$ cat src/rtl/blk_dma_pkg.sv
package blk_dma_pkg;
    typedef enum logic {
        PH_IDLE = 1'b0,
        PH_XFER = 1'b1
    } phase_e;
endpackage

$ cat src/rtl/blk_dma_addr.sv
module blk_dma_addr #(
    parameter int                ADDR_W   = 32,
    parameter logic [ADDR_W-1:0] MEM_MASK = 32'h001F_FFFC
) (
    input  logic [ADDR_W-1:0] ptr_i,
    input  logic              step_down_i,
    output logic [ADDR_W-1:0] ptr_next_o,
    output logic [ADDR_W-1:0] mem_addr_o
);
    localparam logic [ADDR_W-1:0] WORD_STEP = ADDR_W'(4);

    always_comb begin
        ptr_next_o = step_down_i ? (ptr_i - WORD_STEP) : (ptr_i + WORD_STEP);
        mem_addr_o = ptr_i & MEM_MASK;
    end
endmodule

$ cat src/rtl/blk_dma_route.sv
module blk_dma_route #(
    parameter int DATA_W = 32
) (
    input  logic              active_i,
    input  logic              to_mem_i,
    input  logic [DATA_W-1:0] mem_rdata_i,
    input  logic [DATA_W-1:0] dev_rdata_i,
    output logic              mem_rd_o,
    output logic              mem_wr_o,
    output logic [DATA_W-1:0] mem_wdata_o,
    output logic              dev_rd_o,
    output logic              dev_wr_o,
    output logic [DATA_W-1:0] dev_wdata_o
);
    always_comb begin
        mem_rd_o    = active_i && !to_mem_i;
        dev_wr_o    = active_i && !to_mem_i;
        dev_rd_o    = active_i && to_mem_i;
        mem_wr_o    = active_i && to_mem_i;
        mem_wdata_o = dev_rdata_i;
        dev_wdata_o = mem_rdata_i;
    end
endmodule

$ cat src/rtl/blk_dma_seq.sv
module blk_dma_seq
    import blk_dma_pkg::*;
#(
    parameter int                ADDR_W    = 32,
    parameter int                BASE_W    = 24,
    parameter int                DATA_W    = 32,
    parameter int                CNT_W     = 16,
    parameter logic [ADDR_W-1:0] MEM_MASK  = 32'h001F_FFFC
) (
    input  logic              clk,
    input  logic              rst_n,
    input  logic              cfg_we,
    input  logic [BASE_W-1:0] cfg_base,
    input  logic [CNT_W-1:0]  cfg_blk_size,
    input  logic [CNT_W-1:0]  cfg_blk_count,
    input  logic              cfg_to_mem,
    input  logic              cfg_step_down,
    input  logic              cfg_enable,
    input  logic              cfg_trigger,
    input  logic              dev_req,
    output logic [ADDR_W-1:0] mem_addr,
    output logic              mem_rd,
    output logic              mem_wr,
    output logic [DATA_W-1:0] mem_wdata,
    input  logic [DATA_W-1:0] mem_rdata,
    output logic              dev_rd,
    input  logic [DATA_W-1:0] dev_rdata,
    output logic              dev_wr,
    output logic [DATA_W-1:0] dev_wdata,
    output logic [BASE_W-1:0] st_base,
    output logic [CNT_W-1:0]  st_count,
    output logic              st_enable,
    output logic              st_trigger,
    output logic              busy,
    output logic              done
);
    localparam int               EXT_W   = ADDR_W - BASE_W;
    localparam logic [CNT_W-1:0] CNT_ONE = CNT_W'(1);

    typedef struct packed {
        phase_e              phase;
        logic [BASE_W-1:0]   base;
        logic [CNT_W-1:0]    size;
        logic [CNT_W-1:0]    count;
        logic                to_mem;
        logic                step_down;
        logic                enable;
        logic                trigger;
        logic [ADDR_W-1:0]   ptr;
        logic [CNT_W-1:0]    widx;
        logic                done;
    } seq_state_t;

    seq_state_t st_d, st_q;

    logic [ADDR_W-1:0] ptr_next;
    logic              block_last;

    // address stepping and masking
    blk_dma_addr #(
        .ADDR_W   (ADDR_W),
        .MEM_MASK (MEM_MASK)
    ) u_addr (
        .ptr_i       (st_q.ptr),
        .step_down_i (st_q.step_down),
        .ptr_next_o  (ptr_next),
        .mem_addr_o  (mem_addr)
    );

    // strobe and data routing by direction
    blk_dma_route #(
        .DATA_W (DATA_W)
    ) u_route (
        .active_i    (busy),
        .to_mem_i    (st_q.to_mem),
        .mem_rdata_i (mem_rdata),
        .dev_rdata_i (dev_rdata),
        .mem_rd_o    (mem_rd),
        .mem_wr_o    (mem_wr),
        .mem_wdata_o (mem_wdata),
        .dev_rd_o    (dev_rd),
        .dev_wr_o    (dev_wr),
        .dev_wdata_o (dev_wdata)
    );

    assign block_last = (st_q.widx == (st_q.size - CNT_ONE));

    always_comb begin
        st_d      = st_q;
        st_d.done = 1'b0;
        case (st_q.phase)
            PH_IDLE: begin
                if (cfg_we) begin
                    st_d.base      = cfg_base;
                    st_d.size      = cfg_blk_size;
                    st_d.count     = cfg_blk_count;
                    st_d.to_mem    = cfg_to_mem;
                    st_d.step_down = cfg_step_down;
                    st_d.enable    = cfg_enable;
                    st_d.trigger   = cfg_trigger;
                end else if (st_q.enable) begin
                    if (st_q.count == '0) begin
                        st_d.done   = 1'b1;
                        st_d.enable = 1'b0;
                    end else if (dev_req) begin
                        st_d.phase   = PH_XFER;
                        st_d.trigger = 1'b0;
                        st_d.count   = st_q.count - CNT_ONE;
                        st_d.ptr     = {{EXT_W{1'b0}}, st_q.base};
                        st_d.widx    = '0;
                    end
                end
            end
            PH_XFER: begin
                st_d.ptr  = ptr_next;
                st_d.widx = st_q.widx + CNT_ONE;
                if (block_last) begin
                    st_d.widx = '0;
                    if (dev_req && (st_q.count != '0)) begin
                        st_d.count = st_q.count - CNT_ONE;
                    end else begin
                        st_d.phase = PH_IDLE;
                        st_d.base  = ptr_next[BASE_W-1:0];
                        if (st_q.count == '0) begin
                            st_d.done   = 1'b1;
                            st_d.enable = 1'b0;
                        end
                    end
                end
            end
            default: st_d.phase = PH_IDLE;
        endcase
    end

    always_ff @(posedge clk or negedge rst_n) begin
        if (!rst_n) begin
            st_q <= '0;
        end else begin
            st_q <= st_d;
        end
    end

    assign busy       = (st_q.phase == PH_XFER);
    assign done       = st_q.done;
    assign st_base    = st_q.base;
    assign st_count   = st_q.count;
    assign st_enable  = st_q.enable;
    assign st_trigger = st_q.trigger;
endmodule

$ cat config.mk
export PLATFORM = sky130hd
export DESIGN_NAME = blk_dma_seq
export DESIGN_NICKNAME = d
export VERILOG_FILES = /design/src/rtl/blk_dma_pkg.sv /design/src/rtl/blk_dma_addr.sv /design/src/rtl/blk_dma_route.sv /design/src/rtl/blk_dma_seq.sv
export SDC_FILE = /design/constraint.sdc
export NUM_CORES = 1
export LEC_CHECK = 0
export ABC_AREA = 1
export CELL_PAD_IN_SITES_DETAIL_PLACEMENT = 1
export CELL_PAD_IN_SITES_GLOBAL_PLACEMENT = 2
export CORE_MARGIN = 1.5
export CORE_UTILIZATION = 22
export DETAILED_ROUTE_END_ITERATION = 12
export GPL_TIMING_DRIVEN = 0
export PLACE_DENSITY_LB_ADDON = 0.1
export RECOVER_POWER = 100
export SLEW_MARGIN = 20
export SYNTH_ARGS = -nofsm -noshare
export SYNTH_HDL_FRONTEND = slang
export SYNTH_SLANG_ARGS = --single-unit
$ cat constraint.sdc
create_clock -name clk -period 2.2 [get_ports clk]
set_input_delay 0.33 -clock clk [delete_from_list [all_inputs] [get_ports clk]]
set_output_delay 0.33 -clock clk [all_outputs]
set_load 0.02 [all_outputs]
-- Word level (Yosys, flattened, before mapping)
Cells that the tools add are included.
- register bits after elaboration: 110
- word-level logic and storage cells: 75
- add/subtract/negate cells: 5
- eq/ne operators: 14
- mux-type cells: 30
- bitwise gates (word level): 1
- reductions and logical operators: 14
- operators with widths (cell ; count):
    49-bit 2-to-1 mux ; 3
    49-bit case mux with 2 select lines ; 1
    16-bit 2-to-1 mux ; 6
    51-bit 2-to-1 mux ; 1
    25-bit 2-to-1 mux ; 2
    25-bit case mux with 2 select lines ; 1
    40-bit 2-to-1 mux ; 1
    32-bit by 3-bit adder with 32-bit output, second input constant ; 1
    32-bit 2-to-1 mux ; 1
    16-bit case mux with 2 select lines ; 1
    16-bit by 1-bit subtractor with 16-bit output, second input constant ; 2
    32-bit by 3-bit subtractor with 32-bit output, second input constant ; 1
    17-bit 2-to-1 mux ; 1
    16-bit by 1-bit adder with 16-bit output, second input constant ; 1
    16-bit == test ; 1
    16-bit zero test ; 1
    16-bit nonzero test ; 1
    2-bit != test, second input constant ; 7
    1-bit 2-to-1 mux ; 10
    3-bit != test, second input constant ; 3
    4-bit AND reduction ; 2
    2-bit by 1-bit != test with 1-bit output, second input constant ; 3
    3-bit AND reduction ; 2
    5-bit AND reduction ; 1
    other kinds (7) ; 10

-- Logic depth before layout (Yosys ltp)
Gate-level depths: netlist of run 1.
- depth in word-level cells: 6
- depth in mapped cells: 17
- gate-level depth less buffers: 16

-- Hierarchy
A second synthesis of run 1 with hierarchy kept.
- cells, all modules: 1460
- area total of the unflattened synthesis: 9595.5 sq um
- modules (own cells, without submodules) (module ; instances ; cells an instance ; area each (sq um) ; seq. area each (sq um)):
    blk_dma_seq ; 1 ; 918 ; 6642.6 ; 2752.6
    blk_dma_addr ; 1 ; 472 ; 2439.8 ; 0.0
    blk_dma_route ; 1 ; 70 ; 513.0 ; 0.0

-- Worst setup path before layout of run 1
OpenSTA, ideal clock, no wires.
- path type: register to register
- from: register st_q[51] (netlist name)
- to: register st_q, in the netlist st_base[19]
- data arrival time: 2.098 ns
- setup slack: 0.033 ns
- stages on the path, launching flop included: 14
- path buffers: 0
- cells stage by stage: dfrtp_1 -> ha_1 -> or2_2 -> nand3_1 -> nand2_1 -> nand2_1 -> nand2_1 -> nand2_1 -> nand2_1 -> nand2_1 -> nand2_1 -> nor2_1 -> nand3_1 -> nand3_1
- word-level cells in the longest chain between the ends: 4
- RTL lines (item ; RTL line ; source):
    start: declaration ; blk_dma_seq.sv:54 ; seq_state_t st_d, st_q;
    start signal: assignment ; blk_dma_seq.sv:139 ; st_q <= st_d;
    32-bit 2-to-1 mux ; blk_dma_addr.sv:13 ; ptr_next_o = step_down_i ? (ptr_i - WORD_STEP) : (ptr_i + WORD_STEP);
    25-bit 2-to-1 mux ; blk_dma_seq.sv:119 ; if (dev_req && (st_q.count != '0)) begin
    25-bit 2-to-1 mux ; blk_dma_seq.sv:117 ; if (block_last) begin
    25-bit case mux with 2 select lines ; blk_dma_seq.sv:91 ; case (st_q.phase)
No other way between the ends. The select of a mux whose other input is x is not followed.
A chain may end at the register's enable or synchronous reset.

-- Worst setup path after layout of run 1
- from: register st_q, in the netlist st_count[0]
- to: register st_q, in the netlist st_count[13]
- word-level cells in the longest chain between the ends: 6
- RTL lines (item ; RTL line ; source):
    16-bit by 1-bit subtractor with 16-bit output ; blk_dma_seq.sv:108, blk_dma_seq.sv:120 ;
    16-bit 2-to-1 mux ; blk_dma_seq.sv:105 ; end else if (dev_req) begin
    16-bit 2-to-1 mux ; blk_dma_seq.sv:102 ; if (st_q.count == '0) begin
    16-bit 2-to-1 mux ; blk_dma_seq.sv:101 ; end else if (st_q.enable) begin
    16-bit 2-to-1 mux ; blk_dma_seq.sv:93 ; if (cfg_we) begin
    16-bit case mux with 2 select lines ; blk_dma_seq.sv:91 ;
Several ways; a longest one is shown, not always the timed one. The select of a mux whose other input is x is not followed.

==> flow_metrics.tcl, run 1 <==
set metrics [dict create \
    status "complete, but fails checks" \
    violations "negative setup slack" \
    diodes 0 \
    dr.pass1.iters 4 \
    p_int_uw 5367 \
    grt.overflow.total 0 \
    fin_area_mm2 0.01218 \
    syn_area_per_cell_um2 6.899 \
    placementRows 70 \
    grtUsageTotal_pct 17.66 \
    worst_ep_arrival_time_ns 2.55 \
    dpl-instance-area_mm2 0.01078 \
    gp_congestion 0.7536 \
    place_hpwl_um 25960 \
    yosys_register_bits 102 \
    drt-initial-drc-count 345 \
    max-clock-path-buffers 2 \
    ios 272 \
    cts_root_buf "clkbuf_16" \
    cap_violations 0 \
    grt_max_degree 70 \
    coreArea_mm2 0.03661 \
    hp-class "reg2reg" \
    grt_pass1_vias 8985 \
    wl_um 33380 \
    cts_buffers 9 \
    syn-instance-count 1185 \
    rsz0062_at_grt "yes" \
    die_x_um 195.8 \
    worstSkewPairLatency_ns 0.37 \
    vias 8441 \
    period_share_pct 104.1 \
    switching_share_pct 43.24 \
    final_core_util_pct 33.26 \
    fin_nets 1586 \
    asyncSetResetFlopFracSynth_pct 100.0 \
    finClkSkew_ns 0.01076 \
    crit_top_cell "nand2_1" \
    antenna_found_initial 2 \
    crit_fanout 10 \
    areaGrowthSynthToFinish_pct 48.94 \
    ys_types 43 \
    period_minus_slack_ns 2.290 \
    post-place-ws_ns -0.7529 \
    htree_levels 3 \
    syn_area_mm2 0.008175 \
    path_clk_slew_ns 0.08 \
    yosysSeqAreaShare_pct 31.22 \
    end_kind "flop" \
    dieArea_mm2 0.03833 \
    ys_warn_count 0 \
    drt-vias-per-instance 4.429 \
    route.detailed.drc 0 \
    max_freq_ghz 0.4367 \
    synth-edff-count 0 \
    slew_headroom_pct 33.65 \
    cts_tree "yes" \
    critical_path_class "reg2reg" \
    final-setup-viol-count 38 \
    start_util_pct 22.33 \
    cpMaxStageDelayCell "dfrtp_1" \
    clkPwrFrac_pct 18.2 \
    seqPwrFrac_pct 29.0 \
    slew_violations 0 \
    numPortBuffers 194 \
    worst_slack_ns -0.08988 \
    p_total_uw 9456 \
    p_per_area_mw_per_mm2 776.5 \
    synth_flop_cell "dfrtp_1" \
    max_stage_delay_ns 0.40 \
    nFillCells 4443 \
    power_switching_uw 4089 \
    clkSinkCount 102 \
    wl_per_cell_um 17.51 \
    drive_gt1_share_pct 24.69 \
    required_ns 2.46 \
    leakage_uw 0.005779 \
    finalHoldViolations 0 \
    grt_pass1_wl_um 51880 \
    cp-start-kind "flop" \
    worst_pin_slew_ns 0.9953 \
    antenna_left 0 \
    die_h_um 195.8 \
    combPwrFrac_pct 52.8 \
    peakVddDrop_mv 0.4886 \
    path_cells "inv_1 > ha_1 > nand2_1 > nor4_4 > nand2_1 > nand2_2 > inv_2 > a21oi_4 > nand2_4 > buf_4 > nand3_1 > nand2_1" \
]
-- sequential cells by signal, indices dropped and copies added, names as in the netlist --
name / count
busy: 1
done: 1
st_base: 24
st_count: 16
st_enable: 1
st_q: 58
st_trigger: 1
-- cells in the final DEF (no fill, tap or decap), types with 4 or more instances in the layout --
cell             instances
a21oi_1                 17
a21oi_2                  7
buf_4                  165
buf_6                    7
buf_8                    9
clkbuf_1                 8
clkbuf_16               10
clkbuf_2                 8
clkbuf_8                 4
clkdlybuf4s50_1         62
conb_1                  13
dfrtp_1                100
dlygate4sd3_1          128
ha_1                     4
ha_4                    19
inv_1                   88
inv_2                    7
nand2_1                322
nand2_2                 37
nand2_4                 12
nand3_1                124
nand3_2                  4
nand3b_1                 8
nand4_1                 29
nor2_1                  61
nor2_2                  18
nor2_4                  11
nor3_1                   8
o211ai_1                10
o21ai_0                 32
o21ai_2                  6
o22ai_1                 10
xnor2_1                 15
xor2_1                  24
xor2_2                   4
-- cells by family (layout without fill, tap and decap cells) --
| logic type | count (synthesis) | after routing | share of synthesized area, % |
|---|---|---|---|
| compound gates | 95 | 95 | 6.550 |
| buf+inv | 273 | 514 | 19.50 |
| fa+ha+maj | 24 | 24 | 3.765 |
| xor+xnor | 43 | 43 | 4.607 |
| simple gates | 647 | 647 | 34.31 |
| other cells | 1 | 13 | 0.04587 |
| flops | 102 | 102 | 31.22 |
-- repair_timing --
item,4_1_cts,5_1_grt
setup endpoints to repair,94,75
cloned,0,1
setup buffers,19,11
resized for setup,152,78
pin swaps,17,29
hold endpoints to repair,33,0
hold buffers,1,0
-- worst paths after layout --
check | start | cells after the start | to | slack (ns)
max in group asynchronous | rst_n | 3 | st_q[51] | 0.26
min in group asynchronous | rst_n | 2 | st_q[76] | 0.67
min reg2reg | st_q[18] | 2 | st_q[18] | 0.50
max reg2reg | st_count[0] | 12 | st_count[13] | -0.09
max | st_count[0] | 12 | st_count[13] | -0.09
min | st_q[18] | 2 | st_q[18] | 0.50
-- area by class of cell --
| type | count | area, um2 | share of cell area (%) |
|---|---|---|---|
| Sequential cell | 102 | 2557 | 21.00 |
| Buffer | 174 | 1356 | 11.14 |
| Multi-Input combinational cell | 822 | 4757 | 39.07 |
| Inverter | 99 | 387.9 | 3.185 |
| Timing Repair Buffer | 226 | 2235 | 18.35 |
| Tap cell | 468 | 585.6 | 4.809 |
| Clock inverter | 5 | 58.81 | 0.4829 |
| Clock buffer | 10 | 239.0 | 1.963 |
-- critical path: cells and delay by family (launching register included) --
| kind | cells | cell delay [ns] |
|---|---|---|
| AO/OA/AOI/OAI | 1 | 0.21 |
| buffers and inverters | 3 | 0.42 |
| AND/OR/NAND/NOR | 7 | 0.95 |
| flip-flops | 1 | 0.40 |
| adder cells (fa/ha/maj) | 1 | 0.18 |
-- per-layer routing --
layer	track usage, %	vias up	wire length (um)
met3	2.991	22	1533
met4	3.305	4	335
met2	28.66	184	15360
met5	0	-	26
li1	-	4160	-
met1	24.72	4071	16120
-- cells in the mapped netlist (2+ instances only) --
library cell	instances	share of area [%]
xor2_1	28	3.0
buf_4	145	13
o21ai_0	41	2.5
clkbuf_2	2	0.12
o21bai_1	2	0.18
o211ai_1	10	0.92
nor2_1	81	3.7
a31oi_1	2	0.15
nor2_2	7	0.54
o22ai_1	10	0.77
ha_1	23	3.5
clkinv_1	2	0.092
nand2_2	4	0.31
nand2_4	2	0.28
a21oi_1	24	1.5
nand3b_1	8	0.73
nand4_1	29	2.2
nand3_1	129	7.9
inv_1	92	4.2
nand2_1	367	17
buf_1	3	0.14
dfrtp_1	102	31
nor4_1	3	0.23
buf_2	6	0.37
inv_2	5	0.23
buf_6	2	0.28
nor2_4	2	0.28
nor3_1	9	0.55
clkbuf_1	16	0.73
xnor2_1	15	1.6
and2_1	2	0.15
-- per-stage QoR --
| step | cells | hold slack, ns | setup TNS, ns |
|---|---|---|---|
| 6_report | 1906 | 0.4991 | -1.738 |
| 3_3_place_gp | 1859 | 0.4693 | -455.06 |
| 2_1_floorplan | 1197 | 0.03441 | 0 |
| 4_1_cts | 1895 | 0.4517 | -2.447 |
| 3_5_place_dp | 1860 | 0.2790 | -50.76 |
| 5_1_grt | 1906 | 0.5206 | -12.14 |
-- power by group through the flow --
stage          Combinational (uW)  Sequential (uW)  Clock (uW)
2_1_floorplan                2880             2520           0
3_3_place_gp                 4370             2710           0
3_5_place_dp                 4400             2710           0
4_1_cts                      4940             2750        1800
5_1_grt                      5520             2800        1860
6_report                     5000             2740        1720
Note: power is estimated with default switching activity, not from simulation.
==> run 2, diff against run 1 <==
--- a/config.mk
+++ b/config.mk
@@ -14,6 +14,7 @@
 export GPL_TIMING_DRIVEN = 0
 export PLACE_DENSITY_LB_ADDON = 0.1
 export RECOVER_POWER = 100
+export SETUP_SLACK_MARGIN = 0.1
 export SLEW_MARGIN = 20
 export SYNTH_ARGS = -nofsm -noshare
 export SYNTH_HDL_FRONTEND = slang
==> run 2 against run 1 <==
The flow still finishes with violations (negative setup slack). Cell count up 1.5%. Sequential share of layout area down 1.2 points. Register-to-register slack worse by 0.02 ns. Clock skew up 0.0020 ns. Global-route usage down 0.13 points. Cell area up 6.1%. Sequential power about the same. Via count up 1.4%. Clock-buffer cell count down 1. Combinational power up 16%.
==> flow_metrics.tcl, run 2 (same netlist as run 1, synthesis figures left out) <==
set metrics [dict create \
    numPortBuffers 194 \
    dr.pass1.iters 4 \
    required_ns 2.46 \
    power_switching_uw 4634 \
    htree_levels 3 \
    topRoutingLayerUsed "met5" \
    worst_pin_slew_ns 1.268 \
    violations "negative setup slack" \
    wl_um 34350 \
    peakVddDrop_mv 0.3811 \
    fin_nets 1613 \
    slew_headroom_pct 15.47 \
    crit_fanout 10 \
    slew_violations 0 \
    p_int_uw 5715 \
    wl_met3_um 1484 \
    finalHoldViolations 0 \
    cap_violations 0 \
    path_cells "clkdlybuf4s50_1 > inv_1 > nor2_2 > inv_1 > clkbuf_1 > buf_1 > nand3_1 > nand3_1" \
    cpMaxStageDelayCell "nor2_2" \
    grt.overflow.total 0 \
    drt-initial-drc-count 347 \
    max_freq_ghz 0.4306 \
    drive_gt1_share_pct 31.31 \
    period_share_pct 105.6 \
    grtUsageTotal_pct 17.54 \
    cp-start-kind "primary input" \
    wl_per_cell_um 17.75 \
    areaGrowthSynthToFinish_pct 58.05 \
    leakage_uw 0.006134 \
    period_minus_slack_ns 2.322 \
    grt_max_degree 61 \
    clkPwrFrac_pct 17.1 \
    max-clock-path-buffers 2 \
    combPwrFrac_pct 56.1 \
    critical_path_class "in2reg" \
    layout_commonest_cell "nand2_1" \
    wl_met1_um 16680 \
    worst_ep_arrival_time_ns 2.58 \
    seqPwrFrac_pct 26.8 \
    regMostFlops "st_q" \
    vias 8563 \
    placementRows 70 \
    p_total_uw 10350 \
    antenna_left 0 \
    cts_buffers 9 \
    cts_root_buf "clkbuf_16" \
    max_stage_delay_ns 0.52 \
    nFillCells 4440 \
    crit_family "buffers and inverters" \
    finClkSkew_ns 0.01275 \
    drt-vias-per-instance 4.425 \
    die_x_um 195.8 \
    rsz0062_at_grt "yes" \
    dieArea_mm2 0.03833 \
    wl_met2_um 15790 \
    cp.buffers_inverters 5 \
    place_hpwl_um 25950 \
    largest_register_ff_count 58 \
    end_kind "flop" \
    final_core_util_pct 35.29 \
    layout_common_cells "nand2_1 (305), buf_4 (181), dlygate4sd3_1 (128), nand3_1 (98), dfrtp_1 (96)" \
    die_h_um 195.8 \
    timing.hold.ws_ns 0.5066 \
    grt_pass1_vias 8869 \
    antenna_found_initial 3 \
    switching_share_pct 44.77 \
    clkSinkCount 102 \
    worstSkewPairLatency_ns 0.37 \
    cts_tree "yes" \
    coreArea_mm2 0.03661 \
    worst_slack_ns -0.1224 \
    hp-class "reg2reg" \
    status "complete, but fails checks" \
    path_clk_slew_ns 0.09 \
    final-setup-viol-count 62 \
    p_per_area_mw_per_mm2 800.9 \
    ios 272 \
    grt_pass1_wl_um 51380 \
    post-place-ws_ns -1.044 \
    route.detailed.drc 0 \
    start_util_pct 22.33 \
    gp_congestion 0.7907 \
]
run 2: cell types whose count changed in the layout (fill, tap and decap cells not counted), moves of 8 or more:
| cell | before | now |
|---|---|---|
| nand3_1 | 124 | 98 |
| nand3_2 | 4 | 28 |
| nand2_1 | 322 | 305 |
| buf_4 | 165 | 181 |
| inv_1 | 88 | 79 |
| inv_2 | 7 | 16 |
| nand2_2 | 37 | 46 |
| nor2_4 | 11 | 20 |
| nand2_4 | 12 | 20 |
| nor2_1 | 61 | 53 |
run 2: final cells by class:
class,count,area (um2),share of cell area (%)
Antenna cell,1,2.502,0.01937
Buffer,174,1358,10.51
Clock buffer,9,225.2,1.743
Clock inverter,7,78.83,0.6101
Inverter,99,382.9,2.963
Multi-Input combinational cell,822,5177,40.07
Sequential cell,102,2562,19.83
Tap cell,468,585.6,4.532
Timing Repair Buffer,253,2549,19.73
run 2: power groups by stage:
stage	Sequential [uW]	Combinational, uW	Clock, uW
2_1_floorplan	2520	2880	0
3_3_place_gp	2720	4360	0
3_5_place_dp	2730	4390	0
4_1_cts	2770	5040	1830
5_1_grt	2810	6310	1900
6_report	2770	5810	1770
run 2: path summary, 6_finish.rpt:
path	startpoint	endpoint	slack, ns	depth (start not counted)
worst min-delay path	st_trigger	st_trigger	0.51	1
min in group asynchronous	rst_n	st_count[1]	0.77	2
worst max-delay path	cfg_we	st_base[13]	-0.12	8
worst min register to register	st_trigger	st_trigger	0.51	1
worst max register to register	busy	st_base[13]	-0.11	7
max in group asynchronous	rst_n	st_q[51]	0.11	3
run 2: repair_timing:
action	in CTS	in global routing
hold endpoints to repair	42	0
setup buffers	24	28
endpoints found under the setup margin	105	85
hold buffers	1	0
pin swaps	32	85
gates resized for setup	167	171
gates cloned	2	3
run 2: per-layer routing:
metal / track usage, % / vias to the layer above
li1: - / 4217
met1: 24.49 / 4133
met2: 28.37 / 186
met3: 3.060 / 23
met4: 3.476 / 4
met5: 0 / -
run 2: through the flow:
step | TNS [ns] | instances | instance area (um2)
2_1_floorplan | 0 | 1197 | 8222
3_3_place_gp | -464.86 | 1859 | 10750
3_5_place_dp | -63.35 | 1860 | 10780
4_1_cts | -2.970 | 1903 | 12050
5_1_grt | -20.86 | 1934 | 12920
6_report | -4.173 | 1935 | 12920
